**config.mk**
```make
export PLATFORM = sky130hd
export DESIGN_NAME = tmr_capcmp
export DESIGN_NICKNAME = d
export VERILOG_FILES = /design/src/rtl/tmr_capcmp.sv
export SDC_FILE = /design/constraint.sdc
export NUM_CORES = 1
export LEC_CHECK = 0
export BUFFER_PORTS_ARGS = -buffer_cell sky130_fd_sc_hd__buf_2
export CORE_MARGIN = 2
export CORE_UTILIZATION = 30
export CTS_CLUSTER_SIZE = 20
export DETAILED_ROUTE_END_ITERATION = 12
export GPL_TIMING_DRIVEN = 0
export PLACE_DENSITY = 0.59
export SYNTH_ARGS = -nofsm -noshare
export SYNTH_HDL_FRONTEND = slang
export SYNTH_SLANG_ARGS = --single-unit
```
**constraint.sdc**
```tcl
create_clock -name clk -period 2.4 [get_ports clk]
set_input_delay 0.24 -clock clk [delete_from_list [all_inputs] [get_ports clk]]
set_output_delay 0.24 -clock clk [all_outputs]
set_load 0.02 [all_outputs]
```
**src/rtl/tmr_capcmp.sv**
```systemverilog
module tmr_capcmp #(
  parameter int W = 16
) (
  input  logic         clk,
  input  logic         rst_n,
  input  logic         cnt_en,
  input  logic         pin_a,
  input  logic         pin_b,
  input  logic         cap_mode,
  input  logic         cap_src,
  input  logic         clr_on_match,
  input  logic [1:0]   esel_a,
  input  logic [1:0]   esel_b,
  input  logic         wr_en,
  input  logic [W-1:0] wr_data,
  output logic [W-1:0] count,
  output logic [W-1:0] reg_val,
  output logic         irq,
  output logic         ovf
);

  // [0],[1] synchronizer, [2] history
  logic [2:0] a_sh, b_sh;
  logic       zero_ok;

  always_ff @(posedge clk or negedge rst_n)
    if (!rst_n) begin
      a_sh <= '0;
      b_sh <= '0;
    end else begin
      a_sh <= {a_sh[1:0], pin_a};
      b_sh <= {b_sh[1:0], pin_b};
    end

  wire rise_a = a_sh[1] & ~a_sh[2];
  wire fall_a = ~a_sh[1] & a_sh[2];
  wire rise_b = b_sh[1] & ~b_sh[2];
  wire fall_b = ~b_sh[1] & b_sh[2];

  wire trig_a = (esel_a == 2'b00 & rise_a) | (esel_a == 2'b01 & fall_a);
  wire trig_b = (esel_b == 2'b00 & fall_b) | (esel_b == 2'b01 & rise_b) |
                (esel_b == 2'b11 & (rise_b | fall_b));
  wire trig   = cap_mode & (cap_src ? trig_a : trig_b);

  wire hit     = (count == reg_val);
  wire clr_hit = ~cap_mode & clr_on_match & hit;
  wire cmp_irq = ~cap_mode & cnt_en & hit &
                 (clr_on_match | (reg_val != '0) | zero_ok);
  wire wrap    = cnt_en & (count == {W{1'b1}}) & ~clr_hit;

  always_ff @(posedge clk or negedge rst_n)
    if (!rst_n) begin
      count   <= '0;
      reg_val <= '0;
      irq     <= 1'b0;
      ovf     <= 1'b0;
      zero_ok <= 1'b0;
    end else begin
      if (cnt_en) count <= clr_hit ? '0 : count + 1'b1;
      if (trig)       reg_val <= count;
      else if (wr_en) reg_val <= wr_data;
      irq     <= trig | cmp_irq;
      ovf     <= wrap;
      zero_ok <= zero_ok | wrap;
    end

endmodule

```
## Yosys cells after proc, flatten, opt, wreduce, memory -nomap -nowiden

Index checks and enable logic that the tools add are counted.

- Add/sub/neg operators: 1
- Equal/unequal tests: 5
- Muxes and demuxes: 4
- Bitwise logic cells: 31
- Reductions and logical operators: 4

Operators by type and width:

| operator | number |
|---|---|
| two-way mux 16 bit | 3 |
| bitwise AND 1 bit | 17 |
| adder 16 x 1 -> 16 bit (second input constant) | 1 |
| equality test 16 bit | 1 |
| equality test 16 bit (second input constant) | 1 |
| nonzero test 16 bit | 1 |
| OR 1 bit | 8 |
| NOT 1 bit | 6 |
| equality test 2 x 1 -> 1 bit (second input constant) | 2 |
| logical NOT 2 bit | 2 |
| equality test 2 bit (second input constant) | 1 |
| nonzero test 2 bit | 1 |
| two-way mux 1 bit | 1 |

- Flip-flop bits (word level): 41
- Bits of input ports: 29

## Logic depth before layout (Yosys ltp)

Gate-level depths: netlist (run 1).

- Word-level depth: 8
- Mapped depth: 7
- Mapped depth without buffers: 6

## Least setup slack after synthesis (run 1)

No wires, ideal clock.

- Path kind: flip-flop to flip-flop
- From: reg count[9]
- To: reg count[11]
- Arrival time: 1.730 ns
- Data required time: 2.281 ns
- Slack: 0.551 ns
- Cell stages (with the launch flop): 7
- Cells stage by stage: dfrtp_1 > xnor2_1 > nand3_1 > or4_4 > nor4_4 > buf_6 > nor2_1

- Cells in the longest elaborated chain, start to end: 3

RTL lines:

| what | line | text |
|---|---|---|
| from (decl) | 16 | `output logic [W-1:0] count,` |
| from (signal assigned) | 59 | `if (cnt_en) count <= clr_hit ? '0 : count + 1'b1;` |
| parallel branches: the longest is 2 deep, another holds adder 16 x 1 -> 16 bit | -- |  |
| two-way mux 16 bit (*) | 59 |  |

Mark *: on every way between the ends.
A chain may end at the register's enable or synchronous reset.

## Worst setup path after layout (run 1)

- From: reg b_sh[1]
- To: reg reg_val[12]

- Cells in the longest elaborated chain, start to end: 8

RTL lines:

| what | line | text |
|---|---|---|
| from (decl) | 23 | `logic [2:0] a_sh, b_sh;` |
| from (signal assigned) | 32 | `b_sh <= {b_sh[1:0], pin_b};` |
| NOT 1 bit | 38 | `wire fall_b = ~b_sh[1] & b_sh[2];` |
| bitwise AND 1 bit | 38 |  |
| bitwise AND 1 bit or OR 1 bit (tied branches) | 41, 42 |  |
| OR 1 bit or bitwise AND 1 bit (tied branches) | 41, 42 |  |
| OR 1 bit (*) | 41 | `wire trig_b = (esel_b == 2'b00 & fall_b) \| (esel_b == 2'b01 & rise_b) \|` |
| two-way mux 1 bit (*) | 43 | `wire trig = cap_mode & (cap_src ? trig_a : trig_b);` |
| bitwise AND 1 bit (*) | 43 |  |
| two-way mux 16 bit or nonzero test 2 bit (tied branches) | -- |  |
| to (signal assigned) | 60 | `if (trig) reg_val <= count;` |
| to (signal assigned) | 61 | `else if (wr_en) reg_val <= wr_data;` |
| to (decl) | 17 | `output logic [W-1:0] reg_val,` |

Mark *: on every way between the ends. The rest lies on a longest branch, timed or not.

==> results of run 1 <==
## kinds of logic after synthesis
family          synth area share, %
simple gates                   14.6
flops                          48.2
mux                            17.1
xor+xnor                       11.5
buf+inv                        2.94
compound gates                 3.93
fa+ha+maj                      1.76
## synthesized netlist by cell type, types with 2 or more instances
cell and instances:
inv_1 6, nor2_1 14, mux2i_1 5, a21oi_1 3
xnor2_1 8, o22ai_1 2, nand2_1 6, mux2_2 28
xor2_1 20, buf_2 2, nor4_1 7, o21ai_0 2
dfrtp_1 41, nand4_1 4, nand3_1 9, and3_1 4
ha_1 3, nor3_1 3, clkbuf_1 5
## sequential cells by signal (all words and copies together) (netlist names)
name and count:
count 16, b_sh 3, zero_ok 1, ovf 1, a_sh 3, irq 1
reg_val 16
## critical path: stages, from the launching register on
cell      delay [ns]
dfrtp_1         0.40
ha_1            0.20
mux2i_1         0.13
o22ai_1         0.11
o211ai_2        0.43
buf_2           0.38
mux2_2          0.37
## routing by layer
layer  up-vias  global-route usage, %  part of all wire [%]
met5         -                      0                     0
met4         0                   4.68                   2.1
met3         9                   3.82                   4.7
met2        38                   23.2                    48
met1       798                   18.9                    45
li1        795                      -                     -
## cell type report
| type | count | area, um^2 | area share [%] |
|---|---|---|---|
| clock inverters | 1 | 5.00 | 0.188 |
| multi-input cells | 131 | 1040 | 39.2 |
| clock buffers | 7 | 96.3 | 3.63 |
| flip-flops and latches | 41 | 1030 | 38.6 |
| repair buffers | 61 | 305 | 11.5 |
| well taps | 96 | 120 | 4.52 |
| inverters | 6 | 22.5 | 0.847 |
| plain buffers | 8 | 40.0 | 1.51 |
## worst max-delay path by stage
stage / to / cells past startpoint / slack [ns]
floorplan: count[11] / 6 / 0.55
global placement: reg_val[12] / 7 / 0.26
detailed placement: reg_val[12] / 7 / 0.23
CTS: reg_val[12] / 6 / 0.22
global route: reg_val[12] / 7 / 0.12
finish: reg_val[12] / 6 / 0.26
## cells in the final DEF (no fill, tap or decap), types with 2 or more instances in the layout
cell | Yosys | layout
xnor2_1 | 8 | 8
nor2_1 | 14 | 14
a21oi_1 | 3 | 3
buf_2 | 2 | 63
and3_1 | 4 | 4
o21ai_0 | 2 | 2
clkbuf_1 | 5 | 5
mux2i_1 | 5 | 5
mux2_2 | 28 | 28
nor3_1 | 3 | 3
clkbuf_8 | 0 | 7
inv_1 | 6 | 6
o22ai_1 | 2 | 2
dfrtp_1 | 41 | 41
nand4_1 | 4 | 4
nand2_1 | 6 | 6
xor2_1 | 20 | 20
nor4_1 | 7 | 7
ha_1 | 3 | 3
nand3_1 | 9 | 9
## power by group
group / internal, mW / switching, mW / total [mW]
clock: 0.260 / 0.238 / 0.498
sequential: 0.782 / 0.144 / 0.926
combinational: 0.232 / 0.286 / 0.518
## stage by stage
stage	power [mW]	cells
2_1_floorplan	1.25	186
3_3_place_gp	1.46	343
3_5_place_dp	1.47	343
4_1_cts	1.97	351
5_1_grt	2.06	351
6_report	1.94	351
==> out/results.tsv, run 1 <==
metric	value	unit
hold_buffers	0	
synthTopCellsByArea	dfrtp_1, mux2_2, xor2_1, xnor2_1, nor2_1	
wirelength	5170	um
rsz0062_at_grt	no	
r2r_slack	0.26	ns
synth_seq_cells	41	
synthDistinctLibCells	33	
area.growth.synth_to_final	24.7	%
post_cts_resized	0	
maxSlewViolCount	0	
syn_avg_cell_area	11.5	um^2
critPathKind	reg -> reg	
antenna_found_initial	0	
synth_cells	186	
ys.warnings.count	0	
fin_crit_sh	89.0	%
cts_root_buf	clkbuf_8	
rr_endpoint	reg_val[12]	
critPathLaunch	b_sh[1]	
cts_tree	built	
critPathRequiredTime	2.58	ns
synth_edf_count	0	
yosysTopAreaCell	dfrtp_1	
cts.path.max_buffers	2	
synth_ff_type	dfrtp_1	
setup_viol	0	
synthArstFlopShare	100	%
maxCapViolCount	0	
fin_crit	2.14	ns
cp-start-kind	flop	
max_freq	468	MHz
arrival	2.31	ns
die_area	0.00779	mm^2
overflow	0	
power.static_leakage	1.31	nW
post-route-util	38.9	%
min_path_type	in -> reg	
clock-sinks	41	
grt_util_all_layers	14.4	%
r2r_cells	6	
drt_iter0_drc	55	
path_max_fanout	10	
cts_inserted_buffers	5	
synth_seq_area_share	48.2	%
grt_max_degree	42	
r2r-start	b_sh[1]	
finalSetupTns	0	ns
outcome	finished clean	
synth_fp_nets	218	
rows	30	
place_ws	0.233	ns
fin_hold_ws	0.0499	ns
syn_area	0.00213	mm^2
final_cell_area	0.00266	mm^2
core	0.00683	mm^2
initial_core_util	31.2	%
drive_above_1_share	41.2	%
vias	1640	
report.final.hold_viol_count	0	
slew_headroom	40.1	%
timing.final.ws_setup	0.265	ns
ios	63	
routedWlPerCell	14.7	um
place_congestion	0.836	
fin_skew	0.00712	ns
critPathCaptureType	flop	
drtPass1Iterations	4	
n_fill_cell	719	
power.density	731	mW/mm^2
synth_top_area_share	48.2	%
die_w	88.3	um
portBuffers	61	
hold_depth	1	
grt_pass1_vias	1681	
grt_pass1_wl	8460	um
die_h	88.3	um
min_from	pin_a	
drt.antenna.violating_nets	0	
clk_latency	0.29	ns
path_clk_slew	0.08	ns
postCtsSetupBuffers	0	
dpl_cell_area	0.00256	mm^2
antenna_cells	0	
peakVddDrop	0.185	mV
min_to	a_sh[0]	
drc	0	
fin_nets	286	
via_per_inst	4.67	
dp.final_hpwl	3860	um
htree_num_levels	2	
tightest_slew	0.899	ns
No activity file was read; power rests on OpenSTA's default activity.
==> inputs of run 2 (changes only) <==
CTS_BUF_LIST = sky130_fd_sc_hd__clkbuf_4 sky130_fd_sc_hd__clkbuf_8 sky130_fd_sc_hd__clkbuf_16   (was not set)
PLACE_DENSITY = 0.56   (was 0.59)
REMOVE_ABC_BUFFERS = 1   (was not set)
==> run 2 against run 1 <==
Critical endpoint is now reg_val[9]. Global-route usage is 0.81 points lower. Worst setup slack worse by 0.023 ns. Via count is 3.8% lower. Cell count is 1.4% lower. Critical path type unchanged.
==> out/results.tsv, run 2 (synthesis gave the netlist of run 1 again) <==
metric	value	unit
outcome	finished clean	
peakVddDrop	0.244	mV
most-common-layout-cells	buf_2, dfrtp_1, mux2_2	
postCtsSetupBuffers	0	
die_area	0.00779	mm^2
critPathRequiredTime	2.58	ns
fin_crit_sh	90.0	%
report.final.hold_viol_count	0	
place_ws	0.171	ns
rr_endpoint	reg_val[9]	
cp_top_family	compound AO/OA/AOI/OAI gates	
max_stage_delay	0.79	ns
ios	63	
n_fill_cell	715	
timing.final.ws_setup	0.241	ns
critPathCaptureType	flop	
cts_inserted_buffers	5	
tightest_slew	1.00	ns
r2r_cells	6	
initial_core_util	31.2	%
drt_iter0_drc	40	
cp-start-kind	flop	
post-place-cells	336	
largestRegisters	count: 16 flops, reg_val: 16 flops	
final_cell_area	0.00263	mm^2
arrival	2.34	ns
area.growth.synth_to_final	23.3	%
place_congestion	0.721	
path_clk_slew	0.08	ns
portBuffers	62	
power.static_leakage	1.30	nW
min_to	a_sh[0]	
dpl_cell_area	0.00252	mm^2
fin_nets	281	
min_from	pin_a	
max_freq	463	MHz
setup_viol	0	
maxCapViolCount	0	
cpMaxStageDelayCell	o211ai_2	
worstPathCellList	inv_1, ha_1, mux2i_1, o22ai_1, o211ai_2, mux2_2	
core	0.00683	mm^2
r2r-start	b_sh[1]	
dp.final_hpwl	3620	um
critPathKind	reg -> reg	
cts.path.max_buffers	2	
layout.cells.non_filler	346	
wirelength	4950	um
drt.antenna.violating_nets	0	
die_w	88.3	um
cts_tree	built	
p_total	1.91	mW
maxSlewViolCount	0	
clk_latency	0.29	ns
die_h	88.3	um
rows	30	
grt_max_degree	42	
critPathBufInv	1	
cts_root_buf	clkbuf_8	
post_cts_resized	0	
hold_buffers	0	
power.density	726	mW/mm^2
overflow	0	
finalSetupTns	0	ns
drive_above_1_share	42.0	%
layout_commonest_cell	buf_2	
min_path_type	in -> reg	
slew_headroom	33.0	%
drtPass1Iterations	4	
path_max_fanout	17	
drc	0	
via_per_inst	4.56	
hold_depth	1	
grt_pass1_vias	1518	
htree_num_levels	2	
antenna_found_initial	0	
grt_util_all_layers	13.6	%
r2r_slack	0.24	ns
grt_pass1_wl	7870	um
antenna_cells	0	
vias	1578	
fin_crit	2.16	ns
rsz0062_at_grt	no	
fin_skew	0.00308	ns
routedWlPerCell	14.3	um
clock-sinks	41	
==> run 2: changes by cell type in the layout (fill, tap and decap cells not counted) <==
cell      previous run  this run
clkbuf_8             7         5
clkbuf_4             0         3
buf_2               63        62
buf_6                1         0
buf_4                0         2
clkbuf_1             5         0
clkinv_2             1         0
==> run 2: layout make-up <==
| cell class | instances | area (um^2) | area share, % |
|---|---|---|---|
| multi-input cells | 131 | 1040 | 39.7 |
| flip-flops and latches | 41 | 1030 | 39.0 |
| repair buffers | 64 | 325 | 12.4 |
| well taps | 96 | 120 | 4.57 |
| clock buffers | 8 | 91.3 | 3.48 |
| inverters | 6 | 22.5 | 0.857 |
==> run 2: worst register-to-register path: cells and delay by family, from the launching register on <==
kind	cells	cell delay [ns]
AOI/OAI and AO/OA	2	0.90
buffers and inverters	1	0.05
DFF	1	0.37
adders and majority gates	1	0.18
muxes	2	0.54
==> run 2: power breakdown <==
| part | leakage [nW] | internal [mW] | switching (mW) |
|---|---|---|---|
| Clock | 0.0498 | 0.241 | 0.235 |
| Combinational | 0.739 | 0.230 | 0.283 |
| Sequential | 0.512 | 0.782 | 0.137 |
| Total | 1.30 | 1.25 | 0.656 |
==> run 2: per-stage QoR <==
step                hold slack (ns)  utilization [%]
global placement              0.333             36.9
detailed placement            0.336             36.9
global route                 0.0340             38.5
finish                       0.0514             38.5
floorplan                   -0.0556                -
CTS                          0.0349             38.2
==> run 2: layer usage <==
layer / vias up / part of all wire (%) / global-route usage [%]
met2: 39 / 45 / 20.2
met1: 755 / 48 / 18.6
met4: 0 / 1.8 / 5.37
li1: 778 / - / -
met5: - / 0 / 0
met3: 6 / 5.3 / 4.01
==> run 2: worst max-delay path by stage <==
| stage | start | to | slack [ns] | cells past startpoint |
|---|---|---|---|---|
| finish | b_sh[1] | reg_val[9] | 0.24 | 6 |
| global route | b_sh[1] | reg_val[4] | 0.06 | 6 |
| CTS | b_sh[1] | reg_val[9] | 0.17 | 6 |
| detailed placement | count[15] | count[8] | 0.17 | 5 |
| global placement | count[15] | count[13] | 0.20 | 5 |
| floorplan | count[9] | count[11] | 0.47 | 5 |
==> inputs of run 3 (changes only) <==
CELL_PAD_IN_SITES_DETAIL_PLACEMENT = 1   (was not set)
CELL_PAD_IN_SITES_GLOBAL_PLACEMENT = 1   (was not set)
PLACE_DENSITY = 0.68   (was 0.56)
==> run 3 against run 2 <==
Flip-flop and latch count unchanged. Clock skew increased by 0.0040 ns. Worst setup slack got worse by 0.031 ns. Clock power grew 26%. Sequential share of layout area down 0.50 points. Critical path depth did not move. Core utilization grew 0.49 points. Wire length is 10% higher. Non-clock buffer count shrank 1.
==> out/results.tsv, run 3 (synthesis gave the netlist of run 1 again) <==
metric	value	unit
outcome	finished clean	
largestRegisters	count: 16 flops, reg_val: 16 flops	
post-place-cells	336	
fin_hold_ws	0.0403	ns
cts_inserted_buffers	5	
portBuffers	62	
hold_depth	1	
min_path_type	in -> reg	
place_congestion	0.765	
drive_above_1_share	41.8	%
r2r-start	b_sh[1]	
setup_viol	0	
cts_root_buf	clkbuf_8	
critPathRequiredTime	2.59	ns
fin_nets	280	
die_h	88.3	um
min_to	a_sh[0]	
die_w	88.3	um
wirelength	5450	um
cts.path.max_buffers	2	
r2r_cells	6	
rr_endpoint	reg_val[14]	
fin_crit	2.19	ns
drc	0	
multi_input_area	0.00104	mm^2
critPathBufInv	1	
r2r_slack	0.21	ns
grt_pass1_vias	1666	
min_from	pin_a	
layout_commonest_cell	buf_2	
drt.antenna.violating_nets	0	
grt_max_degree	42	
overflow	0	
grt_pass1_wl	8800	um
core	0.00683	mm^2
rows	30	
slew_headroom	31.7	%
htree_num_levels	2	
area.growth.synth_to_final	24.9	%
antenna_cells	0	
clk_latency	0.30	ns
path_max_fanout	17	
worstPathCellList	inv_1, ha_1, mux2i_1, o22ai_1, o211ai_2, mux2_2	
grt_util_all_layers	15.1	%
fin_crit_sh	91.3	%
maxCapViolCount	0	
n_fill_cell	804	
power.density	768	mW/mm^2
drtPass1Iterations	4	
critPathCaptureType	flop	
layout.cells.non_filler	345	
rsz0062_at_grt	no	
die_area	0.00779	mm^2
drt_iter0_drc	65	
power.static_leakage	1.31	nW
ios	63	
finalSetupTns	0	ns
report.final.hold_viol_count	0	
max_freq	457	MHz
cts_tree	built	
vias	1656	
cp-start-kind	flop	
final_cell_area	0.00266	mm^2
peakVddDrop	0.202	mV
arrival	2.38	ns
maxSlewViolCount	0	
via_per_inst	4.80	
hold_buffers	0	
path_clk_slew	0.08	ns
fin_skew	0.00712	ns
most-common-layout-cells	buf_2, dfrtp_1, mux2_2	
p_total	2.04	mW
dpl_cell_area	0.00252	mm^2
initial_core_util	31.2	%
tightest_slew	1.02	ns
antenna_found_initial	0	
cp_top_family	compound AO/OA/AOI/OAI gates	
dp.final_hpwl	4000	um
max_stage_delay	0.81	ns
routedWlPerCell	15.8	um
ff_latch_area	0.00103	mm^2
critPathKind	reg -> reg	
clock-sinks	41	
cpMaxStageDelayCell	o211ai_2	
[run 3: metal layers]
| metal | up-vias | wire [um] | share of wire (%) | global-route usage [%] |
|---|---|---|---|---|
| met5 | - | 0 | 0 | 0 |
| met4 | 0 | 78 | 1.4 | 4.96 |
| met3 | 6 | 219 | 4.0 | 3.45 |
| met2 | 41 | 2620 | 48 | 24.2 |
| met1 | 823 | 2530 | 46 | 20.3 |
| li1 | 786 | - | - | - |
[run 3: report_power, final]
part	total, mW	leakage [nW]	switching (mW)	internal, mW
clock	0.599	0.0619	0.249	0.351
combinational	0.522	0.736	0.292	0.230
sequential	0.923	0.512	0.141	0.782
[run 3: layout make-up]
class / count / area share, %
clock buffer: 7 / 3.39
clock inverter: 1 / 1.13
inverter: 6 / 0.846
multi-input combinational: 131 / 39.2
sequential: 41 / 38.6
tap: 96 / 4.51
timing repair buffer: 63 / 12.4
[run 3: through the flow]
stage | utilization, % | setup WS, ns
6_report | 39.0 | 0.210
4_1_cts | 38.7 | 0.127
5_1_grt | 39.0 | 0.0141
3_5_place_dp | 36.9 | 0.158
3_3_place_gp | 36.9 | 0.210
2_1_floorplan | - | 0.472
[run 3: what timing repair did]
action / 4_1_cts / 5_1_grt
setup endpoints to repair: 0 / 3
endpoints found under the hold margin: 0 / 0
buffers inserted: 0 / 1
resized for setup: 0 / 0
[run 3: how the worst max path moves through the flow]
stage	startpoint	to	slack, ns	depth (start not counted)
after global routing	b_sh[1]	reg_val[14]	0.01	6
after detailed placement	b_sh[1]	reg_val[14]	0.16	6
after floorplan	count[9]	count[11]	0.47	5
after CTS	count[15]	count[13]	0.13	5
after global placement	b_sh[1]	reg_val[15]	0.21	6
final	b_sh[1]	reg_val[14]	0.21	6
